**config.mk**
```make
export PLATFORM = sky130hd
export DESIGN_NAME = spi_req_ack_handoff
export DESIGN_NICKNAME = d
export VERILOG_FILES = /design/src/rtl/hsk_pkg.sv /design/src/rtl/hsk_dpath.sv /design/src/rtl/hsk_ctrl.sv /design/src/rtl/spi_req_ack_handoff.sv
export SDC_FILE = /design/constraint.sdc
export NUM_CORES = 1
export LEC_CHECK = 0
export ABC_AREA = 0
export BUFFER_PORTS_ARGS = -buffer_cell sky130_fd_sc_hd__buf_2
export CELL_PAD_IN_SITES_DETAIL_PLACEMENT = 2
export CELL_PAD_IN_SITES_GLOBAL_PLACEMENT = 2
export CORE_MARGIN = 5
export CORE_UTILIZATION = 33
export DETAILED_ROUTE_END_ITERATION = 8
export PLACE_DENSITY_LB_ADDON = 0.1
export SYNTH_ARGS = -nofsm -noshare
export SYNTH_HDL_FRONTEND = slang
export SYNTH_SLANG_ARGS = --single-unit
```
**constraint.sdc**
```tcl
create_clock -name clk -period 2.6 [get_ports clk]
set_input_delay 0.26 -clock clk [delete_from_list [all_inputs] [get_ports clk]]
set_output_delay 0.26 -clock clk [all_outputs]
set_load 0.01 [all_outputs]
```
**src/rtl/hsk_pkg.sv**
```systemverilog
package hsk_pkg;

  // Strobes from the control FSM to the datapath
  typedef struct packed {
    logic capture;    // latch opcode and length
    logic loadFirst;  // clear bit count, load byte 0 of the phase
    logic shiftEn;    // phase active: follow sclk, drive miso
    logic dataPhase;  // select payload source instead of opcode
  } dpStrobe_t;

  typedef enum logic [2:0] {
    ST_IDLE, ST_REQ_OP, ST_OP_SHIFT, ST_REQ_DATA, ST_DATA_SHIFT
  } hskState_t;

  localparam logic [1:0] ERR_NONE     = 2'd0;
  localparam logic [1:0] ERR_TOO_LONG = 2'd1;
  localparam logic [1:0] ERR_TIMEOUT  = 2'd2;
  localparam logic [1:0] ERR_SHORT    = 2'd3;

endpackage

```
**src/rtl/hsk_dpath.sv**
```systemverilog
module hsk_dpath
  import hsk_pkg::*;
#(
  parameter int MAX_BYTES = 64,
  parameter int LEN_W     = 8,
  parameter int CNT_W     = 10,
  parameter int ADDR_W    = 6
) (
  input  logic              clk,
  input  logic              rstN,
  input  dpStrobe_t         stb,
  input  logic [15:0]       opCode,
  input  logic [LEN_W-1:0]  dataLen,
  input  logic              sclkIn,
  input  logic [7:0]        bufData,
  output logic [ADDR_W-1:0] bufAddr,
  output logic [LEN_W-1:0]  lenQ,
  output logic [CNT_W-1:0]  bitCnt,
  output logic              miso
);

  localparam int IDX_W = CNT_W - 3;

  logic [2:0]       sclkSync;
  logic             sclkRise, sclkFall;
  logic [15:0]      opQ;
  logic [7:0]       shReg;
  logic [IDX_W-1:0] byteIdx;
  logic [7:0]       nextByte;
  logic [CNT_W-1:0] idxWide, lenWide;

  assign sclkRise = sclkSync[1] & ~sclkSync[2];
  assign sclkFall = ~sclkSync[1] & sclkSync[2];

  // Byte index of the next byte to load
  assign byteIdx = stb.loadFirst ? '0 : bitCnt[CNT_W-1:3];
  assign bufAddr = byteIdx[ADDR_W-1:0];
  assign idxWide = CNT_W'(byteIdx);
  assign lenWide = CNT_W'(lenQ);

  always_comb begin
    nextByte = 8'h00;
    if (stb.dataPhase) begin
      if (idxWide < lenWide) nextByte = bufData;
    end else if (byteIdx == IDX_W'(0)) begin
      nextByte = opQ[15:8];
    end else if (byteIdx == IDX_W'(1)) begin
      nextByte = opQ[7:0];
    end
  end

  always_ff @(posedge clk or negedge rstN) begin
    if (!rstN) begin
      sclkSync <= '0;
      opQ      <= '0;
      lenQ     <= '0;
      shReg    <= '0;
      bitCnt   <= '0;
    end else begin
      sclkSync <= {sclkSync[1:0], sclkIn};
      if (stb.capture) begin
        opQ  <= opCode;
        lenQ <= dataLen;
      end
      if (stb.loadFirst) begin
        bitCnt <= '0;
        shReg  <= nextByte;
      end else if (stb.shiftEn) begin
        if (sclkRise && bitCnt != '1) bitCnt <= bitCnt + 1'b1;
        if (sclkFall) begin
          if (bitCnt[2:0] == 3'd0 && bitCnt != '0) shReg <= nextByte;
          else shReg <= {shReg[6:0], 1'b0};
        end
      end
    end
  end

  assign miso = stb.shiftEn ? shReg[7] : 1'b0;

  // A rising sclk during a phase advances the count by exactly one
  AST_RISE_COUNTS: assert property (@(posedge clk) disable iff (!rstN)
    (stb.shiftEn && !stb.loadFirst && sclkRise && bitCnt < CNT_W'(MAX_BYTES*8))
      |=> (bitCnt == $past(bitCnt) + 1'b1));

endmodule

```
**src/rtl/hsk_ctrl.sv**
```systemverilog
module hsk_ctrl
  import hsk_pkg::*;
#(
  parameter int MAX_BYTES   = 64,
  parameter int TIMEOUT_CYC = 4096,
  parameter int LEN_W       = 8,
  parameter int CNT_W       = 10
) (
  input  logic             clk,
  input  logic             rstN,
  input  logic             start,
  input  logic [LEN_W-1:0] dataLen,
  input  logic [LEN_W-1:0] lenQ,
  input  logic [CNT_W-1:0] bitCnt,
  input  logic             ackIn,
  output dpStrobe_t        stb,
  output logic             reqOut,
  output logic             busy,
  output logic             done,
  output logic [1:0]       errCode
);

  localparam int TO_W = $clog2(TIMEOUT_CYC + 1);
  localparam logic [CNT_W-1:0] OP_BITS = CNT_W'(16);

  hskState_t        state;
  logic [TO_W-1:0]  waitCnt;
  logic [2:0]       ackSync;
  logic             ackS, ackFall, tooLong;
  logic [CNT_W-1:0] dataBits;

  assign ackS     = ackSync[1];
  assign ackFall  = ackSync[2] & ~ackSync[1];
  assign tooLong  = dataLen > LEN_W'(MAX_BYTES);
  assign dataBits = CNT_W'(lenQ) << 3;

  always_comb begin
    stb.capture   = (state == ST_IDLE) && start;
    stb.loadFirst = (state == ST_REQ_OP || state == ST_REQ_DATA) && ackS;
    stb.shiftEn   = (state == ST_OP_SHIFT || state == ST_DATA_SHIFT);
    stb.dataPhase = (state == ST_REQ_DATA || state == ST_DATA_SHIFT);
  end

  assign reqOut = (state == ST_REQ_OP || state == ST_REQ_DATA);
  assign busy   = (state != ST_IDLE);

  always_ff @(posedge clk or negedge rstN) begin
    if (!rstN) begin
      state   <= ST_IDLE;
      waitCnt <= '0;
      ackSync <= '0;
      done    <= 1'b0;
      errCode <= ERR_NONE;
    end else begin
      ackSync <= {ackSync[1:0], ackIn};
      done    <= 1'b0;
      unique case (state)
        ST_IDLE: if (start) begin
          if (tooLong) begin
            done    <= 1'b1;
            errCode <= ERR_TOO_LONG;
          end else begin
            state   <= ST_REQ_OP;
            waitCnt <= '0;
          end
        end
        ST_REQ_OP, ST_REQ_DATA: begin
          if (ackS) begin
            state <= (state == ST_REQ_OP) ? ST_OP_SHIFT : ST_DATA_SHIFT;
          end else if (waitCnt == TO_W'(TIMEOUT_CYC - 1)) begin
            state   <= ST_IDLE;
            done    <= 1'b1;
            errCode <= ERR_TIMEOUT;
          end else begin
            waitCnt <= waitCnt + 1'b1;
          end
        end
        ST_OP_SHIFT: if (ackFall) begin
          if (bitCnt < OP_BITS) begin
            state   <= ST_IDLE;
            done    <= 1'b1;
            errCode <= ERR_SHORT;
          end else if (lenQ == '0) begin
            state   <= ST_IDLE;
            done    <= 1'b1;
            errCode <= ERR_NONE;
          end else begin
            state   <= ST_REQ_DATA;
            waitCnt <= '0;
          end
        end
        ST_DATA_SHIFT: if (ackFall) begin
          state   <= ST_IDLE;
          done    <= 1'b1;
          errCode <= (bitCnt < dataBits) ? ERR_SHORT : ERR_NONE;
        end
        default: state <= ST_IDLE;
      endcase
    end
  end

  AST_WAIT_BOUND: assert property (@(posedge clk) disable iff (!rstN)
    reqOut |-> (waitCnt < TO_W'(TIMEOUT_CYC)));

  AST_SHORT_OPCODE: assert property (@(posedge clk) disable iff (!rstN)
    (state == ST_OP_SHIFT && ackFall && bitCnt < OP_BITS)
      |=> (done && errCode == ERR_SHORT && !reqOut));

endmodule

```
**src/rtl/spi_req_ack_handoff.sv**
```systemverilog
module spi_req_ack_handoff
  import hsk_pkg::*;
#(
  parameter int MAX_BYTES   = 64,
  parameter int TIMEOUT_CYC = 4096,
  parameter int LEN_W       = 8,
  localparam int CNT_W      = $clog2(MAX_BYTES * 8 + 1),
  localparam int ADDR_W     = $clog2(MAX_BYTES)
) (
  input  logic              clk,
  input  logic              rstN,
  input  logic              start,
  input  logic [15:0]       opCode,
  input  logic [LEN_W-1:0]  dataLen,
  output logic [ADDR_W-1:0] bufAddr,
  input  logic [7:0]        bufData,
  output logic              reqOut,
  input  logic              ackIn,
  input  logic              sclkIn,
  output logic              misoOut,
  output logic              misoOe,
  output logic              busy,
  output logic              done,
  output logic [1:0]        errCode
);

  dpStrobe_t        stb;
  logic [LEN_W-1:0] lenQ;
  logic [CNT_W-1:0] bitCnt;

  hsk_ctrl #(
    .MAX_BYTES(MAX_BYTES), .TIMEOUT_CYC(TIMEOUT_CYC),
    .LEN_W(LEN_W), .CNT_W(CNT_W)
  ) ctrl_i (
    .clk(clk), .rstN(rstN), .start(start), .dataLen(dataLen),
    .lenQ(lenQ), .bitCnt(bitCnt), .ackIn(ackIn), .stb(stb),
    .reqOut(reqOut), .busy(busy), .done(done), .errCode(errCode)
  );

  hsk_dpath #(
    .MAX_BYTES(MAX_BYTES), .LEN_W(LEN_W), .CNT_W(CNT_W), .ADDR_W(ADDR_W)
  ) dpath_i (
    .clk(clk), .rstN(rstN), .stb(stb), .opCode(opCode), .dataLen(dataLen),
    .sclkIn(sclkIn), .bufData(bufData), .bufAddr(bufAddr), .lenQ(lenQ),
    .bitCnt(bitCnt), .miso(misoOut)
  );

  assign misoOe = stb.shiftEn;

  AST_REQ_OE_EXCL: assert property (@(posedge clk) disable iff (!rstN)
    !(reqOut && misoOe));

  AST_OE_NEEDS_BUSY: assert property (@(posedge clk) disable iff (!rstN)
    misoOe |-> busy);

  AST_DONE_PULSE: assert property (@(posedge clk) disable iff (!rstN)
    done |=> !done);

  AST_ERR_WITH_DONE: assert property (@(posedge clk) disable iff (!rstN)
    !$stable(errCode) |-> done);

  AST_REJECT_LONG: assert property (@(posedge clk) disable iff (!rstN)
    (start && !busy && dataLen > LEN_W'(MAX_BYTES))
      |=> (done && errCode == ERR_TOO_LONG && !reqOut));

endmodule

```
## Word-level counts from Yosys, hierarchy flattened

Index checks and enable logic that the tools add are counted.

| operators by class | value |
|---|---|
| $add $sub $neg | 2 |
| order comparisons | 4 |
| eq/ne operators | 19 |
| mux-type cells | 50 |
| bitwise gates (word level) | 6 |
| reduce and logical (&&, ||, !) cells | 24 |

Operators with widths:

| kind | number |
|---|---|
| 13-bit two-way mux | 7 |
| 8-bit two-way mux | 8 |
| 13-bit one-hot mux with 3 select lines | 1 |
| 10-bit two-way mux | 3 |
| 3-bit two-way mux | 8 |
| 2-bit two-way mux | 10 |
| 8-bit AND reduction | 2 |
| 13-bit by 1-bit adder with 13-bit output, second input constant | 1 |
| 13-bit by 12-bit == test with 1-bit output, second input constant | 1 |
| 2-bit != test, second input constant | 6 |
| 3-bit one-hot mux with 4 select lines | 1 |
| 10-bit by 1-bit adder with 10-bit output, second input constant | 1 |
| 10-bit < comparator | 1 |
| 10-bit by 5-bit < comparator with 1-bit output, second input constant | 1 |
| 10-bit != test, second input constant | 1 |
| 10-bit nonzero test | 1 |
| 1-bit two-way mux | 9 |
| 8-bit by 7-bit > comparator with 1-bit output, second input constant | 1 |
| 8-bit zero test | 1 |
| 7-bit by 8-bit < comparator with 1-bit output | 1 |
| 2-bit by 1-bit != test with 1-bit output, second input constant | 4 |
| 2-bit one-hot mux with 4 select lines | 1 |
| 7-bit by 1-bit == test with 1-bit output, second input constant | 1 |
| 7-bit zero test | 1 |
| other kinds (18) | 33 |

| word-level totals | value |
|---|---|
| bits in registers | 67 |
| input port bits | 37 |
| word-level logic and storage cells | 115 |

## Longest topological paths before layout

| logic depth | value |
|---|---|
| depth after elaboration | 12 |
| mapped depth | 11 |

## Cells and area by module

Synthesis repeated with hierarchy kept, for this count alone.

| second synthesis, totals | value |
|---|---|
| cell total of the unflattened synthesis | 392 |
| area, all modules | 3,886.2 um2 |

Modules (own cells, without submodules):

| module | times used | cells an instance | area each (um2) | seq. area each (um2) |
|---|---|---|---|---|
| hsk_dpath | 1 | 229 | 2,394.8 | 1,126.1 |
| hsk_ctrl | 1 | 163 | 1,491.4 | 550.5 |

## Least setup slack after synthesis

Ideal clock, no wire load.

| timing path | value |
|---|---|
| path type | reg2reg |
| start point | register ctrl_i.ackSync[1] |
| end point | register dpath_i.shReg[1] |
| library setup time | 0.111 ns |
| data arrival time | 2.549 ns |
| required time | 2.489 ns |
| slack | -0.060 ns |
| cell stages (with the launch flop) | 11 |
| buffers on the path | 2 |
| path through | dfrtp_1 buf_4 and3b_1 buf_4 nor2b_1 ha_1 a211oi_1 o221ai_2 a211oi_2 nand2_1 a222oi_1 |

| on the way | value |
|---|---|
| cells in the longest elaborated chain, start to end | 10 |
| elaborated cells between the ends (all ways) | 16 |
| those cells by class | order compare: 1; eq/ne: 1; mux: 9; reduce/logical: 5 |

RTL lines:

| what | line | text |
|---|---|---|
| start, declared | hsk_ctrl.sv:28 | `logic [2:0] ackSync;` |
| start signal, assigned | hsk_ctrl.sv:55 | `ackSync <= {ackSync[1:0], ackIn};` |
| 1-bit logical AND (*) | hsk_ctrl.sv:39 | `stb.loadFirst = (state == ST_REQ_OP \|\| state == ST_REQ_DATA) && ackS;` |
| 7-bit two-way mux (*) | hsk_dpath.sv:36 | `assign byteIdx = stb.loadFirst ? '0 : bitCnt[CNT_W-1:3];` |
| named net bufAddr[3] | spi_req_ack_handoff.sv:15 | `output logic [ADDR_W-1:0] bufAddr,` |
| parallel branches: the longest is 3 deep, another holds 7-bit by 8-bit < comparator with 1-bit output | -- |  |
| 8-bit two-way mux (*) | hsk_dpath.sv:43 | `if (stb.dataPhase) begin` |
| 8-bit two-way mux | hsk_dpath.sv:71 | `if (bitCnt[2:0] == 3'd0 && bitCnt != '0) shReg <= nextByte;` |
| 8-bit two-way mux | hsk_dpath.sv:70 | `if (sclkFall) begin` |
| 8-bit two-way mux | hsk_dpath.sv:68 | `end else if (stb.shiftEn) begin` |
| 8-bit two-way mux (*) | hsk_dpath.sv:65 | `if (stb.loadFirst) begin` |
| end signal, assigned | hsk_dpath.sv:67 | `shReg <= nextByte;` |
| end signal, assigned | hsk_dpath.sv:71 |  |
| end signal, assigned | hsk_dpath.sv:72 | `else shReg <= {shReg[6:0], 1'b0};` |
| end, declared | hsk_dpath.sv:27 | `logic [7:0] shReg;` |

Mark *: on every way through the listed nets, which the timed path passes. The select of a mux whose other input is x is not followed.
A chain may end at the register's enable or synchronous reset.

## Worst setup path in the final report

| timing path | value |
|---|---|
| start point | register ctrl_i.state[0] |
| end point | register dpath_i.shReg[2] |

| on the way | value |
|---|---|
| cells in the longest elaborated chain, start to end | 12 |
| elaborated cells between the ends (all ways) | 23 |
| those cells by class | order compare: 1; eq/ne: 5; mux: 9; reduce/logical: 8 |

RTL lines:

| what | line | text |
|---|---|---|
| start, declared | hsk_ctrl.sv:26 | `hskState_t state;` |
| start signal, assigned | hsk_ctrl.sv:69 | `state <= (state == ST_REQ_OP) ? ST_OP_SHIFT : ST_DATA_SHIFT;` |
| parallel branches: the longest is 12 deep, another holds 7-bit by 8-bit < comparator with 1-bit output | -- |  |

Several ways; the timed one is not identified. The select of a mux whose other input is x is not followed.

==> impl_metrics.sql <==
INSERT INTO impl_metrics (metric_group, metric, value, unit) VALUES
('run_status', 'result_of_the_run', 'finished, final reports clean', ''),
('layout', 'post_route_cells_drive_above_1_share', '27.11', '%'),
('detailed_routing', 'total_drc_errors_in_the_routed_layout', '0', ''),
('power', 'power_density', '970.0', 'nW/um2'),
('synth', 'synth.avg_cell_area', '10.08', 'um2'),
('sta', 'worst-slew-pin-transition', '0.8046', 'ns'),
('layout', 'area_delta_synth_final', '21.64', '%'),
('setup_path', 'critical_path_class', 'reg -> reg', ''),
('setup_path', 'crit-reg2reg-capture', 'dpath_i.shReg[2]$_DFFE_PN0P_', ''),
('layout', 'n_fill_cell', '1279', ''),
('setup_path', 'cp-end-kind', 'flop', ''),
('clock_tree', 'cts_tree', 'done', ''),
('setup_path', 'path_max_fanout', '8', ''),
('power', 'p_seq_share', '34.6', '%'),
('power', 'p_switching', '1.732', 'mW'),
('sta', 'maxSlewHeadroom', '46.36', '%'),
('synth', 'synth_edf_count', '0', ''),
('detailed_routing', 'route.detailed.vias_per_inst', '5.516', ''),
('synth', 'post_synth_inst_count', '382', ''),
('clock_tree', 'clock_tree.root_cell', 'clkbuf_16', ''),
('die', 'start_util', '33.73', '%'),
('global_routing', 'grt_antenna_before_repair', '0', ''),
('setup_path', 'worstRegToRegCells', '6', ''),
('setup_path', 'timing.critical_path.from', 'ctrl_i.state[0]$_DFFE_PN0P_', ''),
('detailed_routing', 'total_via_count_in_the_routed_design', '3271', ''),
('detailed_routing', 'top_layer_used', 'met4', ''),
('worst_hold_path', 'worst_min_delay_path_class', 'in -> reg', ''),
('placed_design', 'gpl.final_weighted_congestion', '0.8491', ''),
('sta', 'clock-skew-final', '0.005868', 'ns'),
('global_routing', 'grt_pass1_vias', '3712', ''),
('detailed_routing', 'routedLengthMet1', '5849', 'um'),
('setup_path', 'cp.required', '2.78', 'ns'),
('sta', 'post-route-period-util', '95.49', '%'),
('detailed_routing', 'detailedRoute.firstPassIterationCount', '4', ''),
('die', 'top_level_ports', '50', ''),
('power', 'power.clock.fraction', '27.2', '%'),
('sta', 'final.min_clock_period', '2.483', 'ns'),
('setup_path', 'worst_setup_path_start_kind', 'flop', ''),
('detailed_routing', 'detail-route-antenna-nets', '0', ''),
('die', 'coreArea', '11420', 'um2'),
('run', 'cap_viol_max_count', '0', ''),
('clock_tree', 'cts_htree_levels', '3', ''),
('clock_tree', 'clk-insertion-delay-late', '0.34', 'ns'),
('global_routing', 'grt_start_max_net_pins', '45', ''),
('clock_tree', 'cts_buffer_depth', '2', ''),
('layout', 'multiInputGateArea', '2022', 'um2'),
('sta', 'hold_violations', '0', ''),
('clock_tree', 'cts_sinks', '67', ''),
('detailed_routing', 'drt-initial-drc-count', '184', ''),
('die', 'die-width', '118.0', 'um'),
('detailed_routing', 'dr_wl_met2', '5672', 'um'),
('sta', 'clock.fmax', '0.4028', 'GHz'),
('synth', 'synth.yosys.warnings', '0', ''),
('placed_design', 'detailed_place_hpwl', '8980', 'um'),
('synth', 'postSynth.asyncResetShare', '100.0', '%'),
('worst_hold_path', 'worst_hold_path.num_cells', '1', ''),
('power', 'vdd.ir_drop.worst', '0.5055', 'mV'),
('detailed_routing', 'post_drt_wl_per_cell', '20.61', 'um'),
('setup_path', 'r2r_setup_slack', '0.12', 'ns'),
('die', 'core.rowCount', '39', ''),
('synth', 'postSynth.topFlopCell', 'dfrtp_1', ''),
('worst_hold_path', 'hold_end', 'ctrl_i.ackSync[0]$_DFF_PN0_', ''),
('synth', 'mappedNetlistArea', '3851', 'um2'),
('sta', 'finalSetupViolCount', '0', ''),
('worst_hold_path', 'hold_path.startpoint', 'ackIn', ''),
('placed_design', 'placement.io_buffers', '49', ''),
('power', 'sw_share', '38.11', '%'),
('sta', 'setup_repair_after_global_routing_missed_its_margin', 'false', ''),
('setup_path', 'critical_path_arrival', '2.67', 'ns'),
('synth', 'synth.lib_cells_used.distinct', '57', ''),
('setup_path', 'regToRegStartpoint', 'ctrl_i.state[0]$_DFFE_PN0P_', '');
power by group through the flow:
stage / clock network, mW / registers, mW / logic, mW
after global routing: 1.32 / 1.61 / 1.94
after floorplan: 0 / 1.53 / 1.19
after global placement: 0 / 1.57 / 1.65
after CTS: 1.27 / 1.58 / 1.76
after detailed placement: 0 / 1.59 / 1.71
final: 1.24 / 1.57 / 1.73
worst max-delay path, cell delays in order (launching register included):
cell      delay (ns)
dfrtp_1         0.40
buf_4           0.17
or4bb_1         0.51
a21oi_1         0.33
o22ai_1         0.35
a221oi_1        0.43
a222oi_1        0.15
cells in the final DEF, fill, tap and decap left out, types with 6 or more instances in the layout:
master and n:
nor3_1 8, xor2_1 6, dfrtp_1 67, nor2b_1 8, and2_1 6, o21ai_0 24, nand4_1 7, a221oi_1 8
nand3_1 14, ha_1 15, clkbuf_16 9, mux2i_1 13, inv_1 23, a21oi_1 16, nand2_1 31, buf_2 49
buf_4 16, nor2_1 18, a222oi_1 7, o21bai_1 10, mux2_2 18
cells by family (layout without fill, tap and decap cells):
family	Yosys count	count (layout)	share of synthesized area [%]
fa+ha+maj	15	15	4.873
xor+xnor	8	8	1.819
buf+inv	40	108	4.386
mux	31	31	8.642
flops	67	67	43.53
compound gates	92	92	17.51
simple gates	129	129	19.23
synthesized netlist by cell type (9+ instances only):
library cell  number  area [um2]
o21ai_0           24       120.1
inv_1             23       86.33
nand3_1           14       70.07
buf_2              9       45.04
mux2_2            18       202.7
a21oi_1           16       80.08
nand2_1           31       116.4
ha_1              15       187.7
nor2_1            18       67.56
dfrtp_1           67        1677
o21bai_1          10       75.07
mux2i_1           13       130.1
nor2b_1            9       56.30
cell type report:
class,count,area share [%]
multi-input combinational,275,43.16
inverter,23,1.843
clock inverter,7,1.469
clock buffer,9,4.808
tap,143,3.819
sequential,67,35.79
timing repair buffer,69,9.108
flip-flops by register name, summed over array words and instances, names as in the netlist:
name              flops
ctrl_i.ackSync        3
dpath_i.sclkSync      3
ctrl_i.done           1
ctrl_i.state          3
dpath_i.opQ          16
dpath_i.bitCnt       10
dpath_i.lenQ          8
dpath_i.shReg         8
ctrl_i.waitCnt       13
ctrl_i.errCode        2
per-layer routing:
metal  GRT usage (%)  up-vias
met2           28.71       50
met5               0        -
met1           24.48     1673
met3           4.709       14
met4           6.237        0
li1                -     1534
repair_timing:
action	in CTS	in global routing
resized for setup	0	3
pin swaps	1	1
setup buffers	1	0
hold buffers	1	0
hold endpoints to repair	23	0
setup endpoints to repair	7	8
per-stage QoR:
stage	instances	instance area, um2	setup TNS (ns)	total power [mW]	setup slack, ns
floorplan	382	3861	0	2.717	0.06234
global placement	575	4350	0	3.224	0.04145
detailed placement	575	4350	-0.6329	3.307	-0.1175
CTS	593	4674	0	4.611	0.02687
global route	593	4684	0	4.878	0.002031
finish	593	4684	0	4.544	0.1171
how the worst max path moves through the flow:
stage                                   end  slack (ns)  cells after the start
3_3_place_gp   dpath_i.shReg[2]$_DFFE_PN0P_        0.04                      9
5_1_grt        dpath_i.shReg[6]$_DFFE_PN0P_       0.002                     10
2_1_floorplan  dpath_i.shReg[1]$_DFFE_PN0P_        0.06                     11
6_report       dpath_i.shReg[2]$_DFFE_PN0P_        0.12                      6
4_1_cts        dpath_i.shReg[1]$_DFFE_PN0P_        0.03                      9
3_5_place_dp   dpath_i.shReg[1]$_DFFE_PN0P_       -0.12                      9
Note: power is estimated with default switching activity, not from simulation.
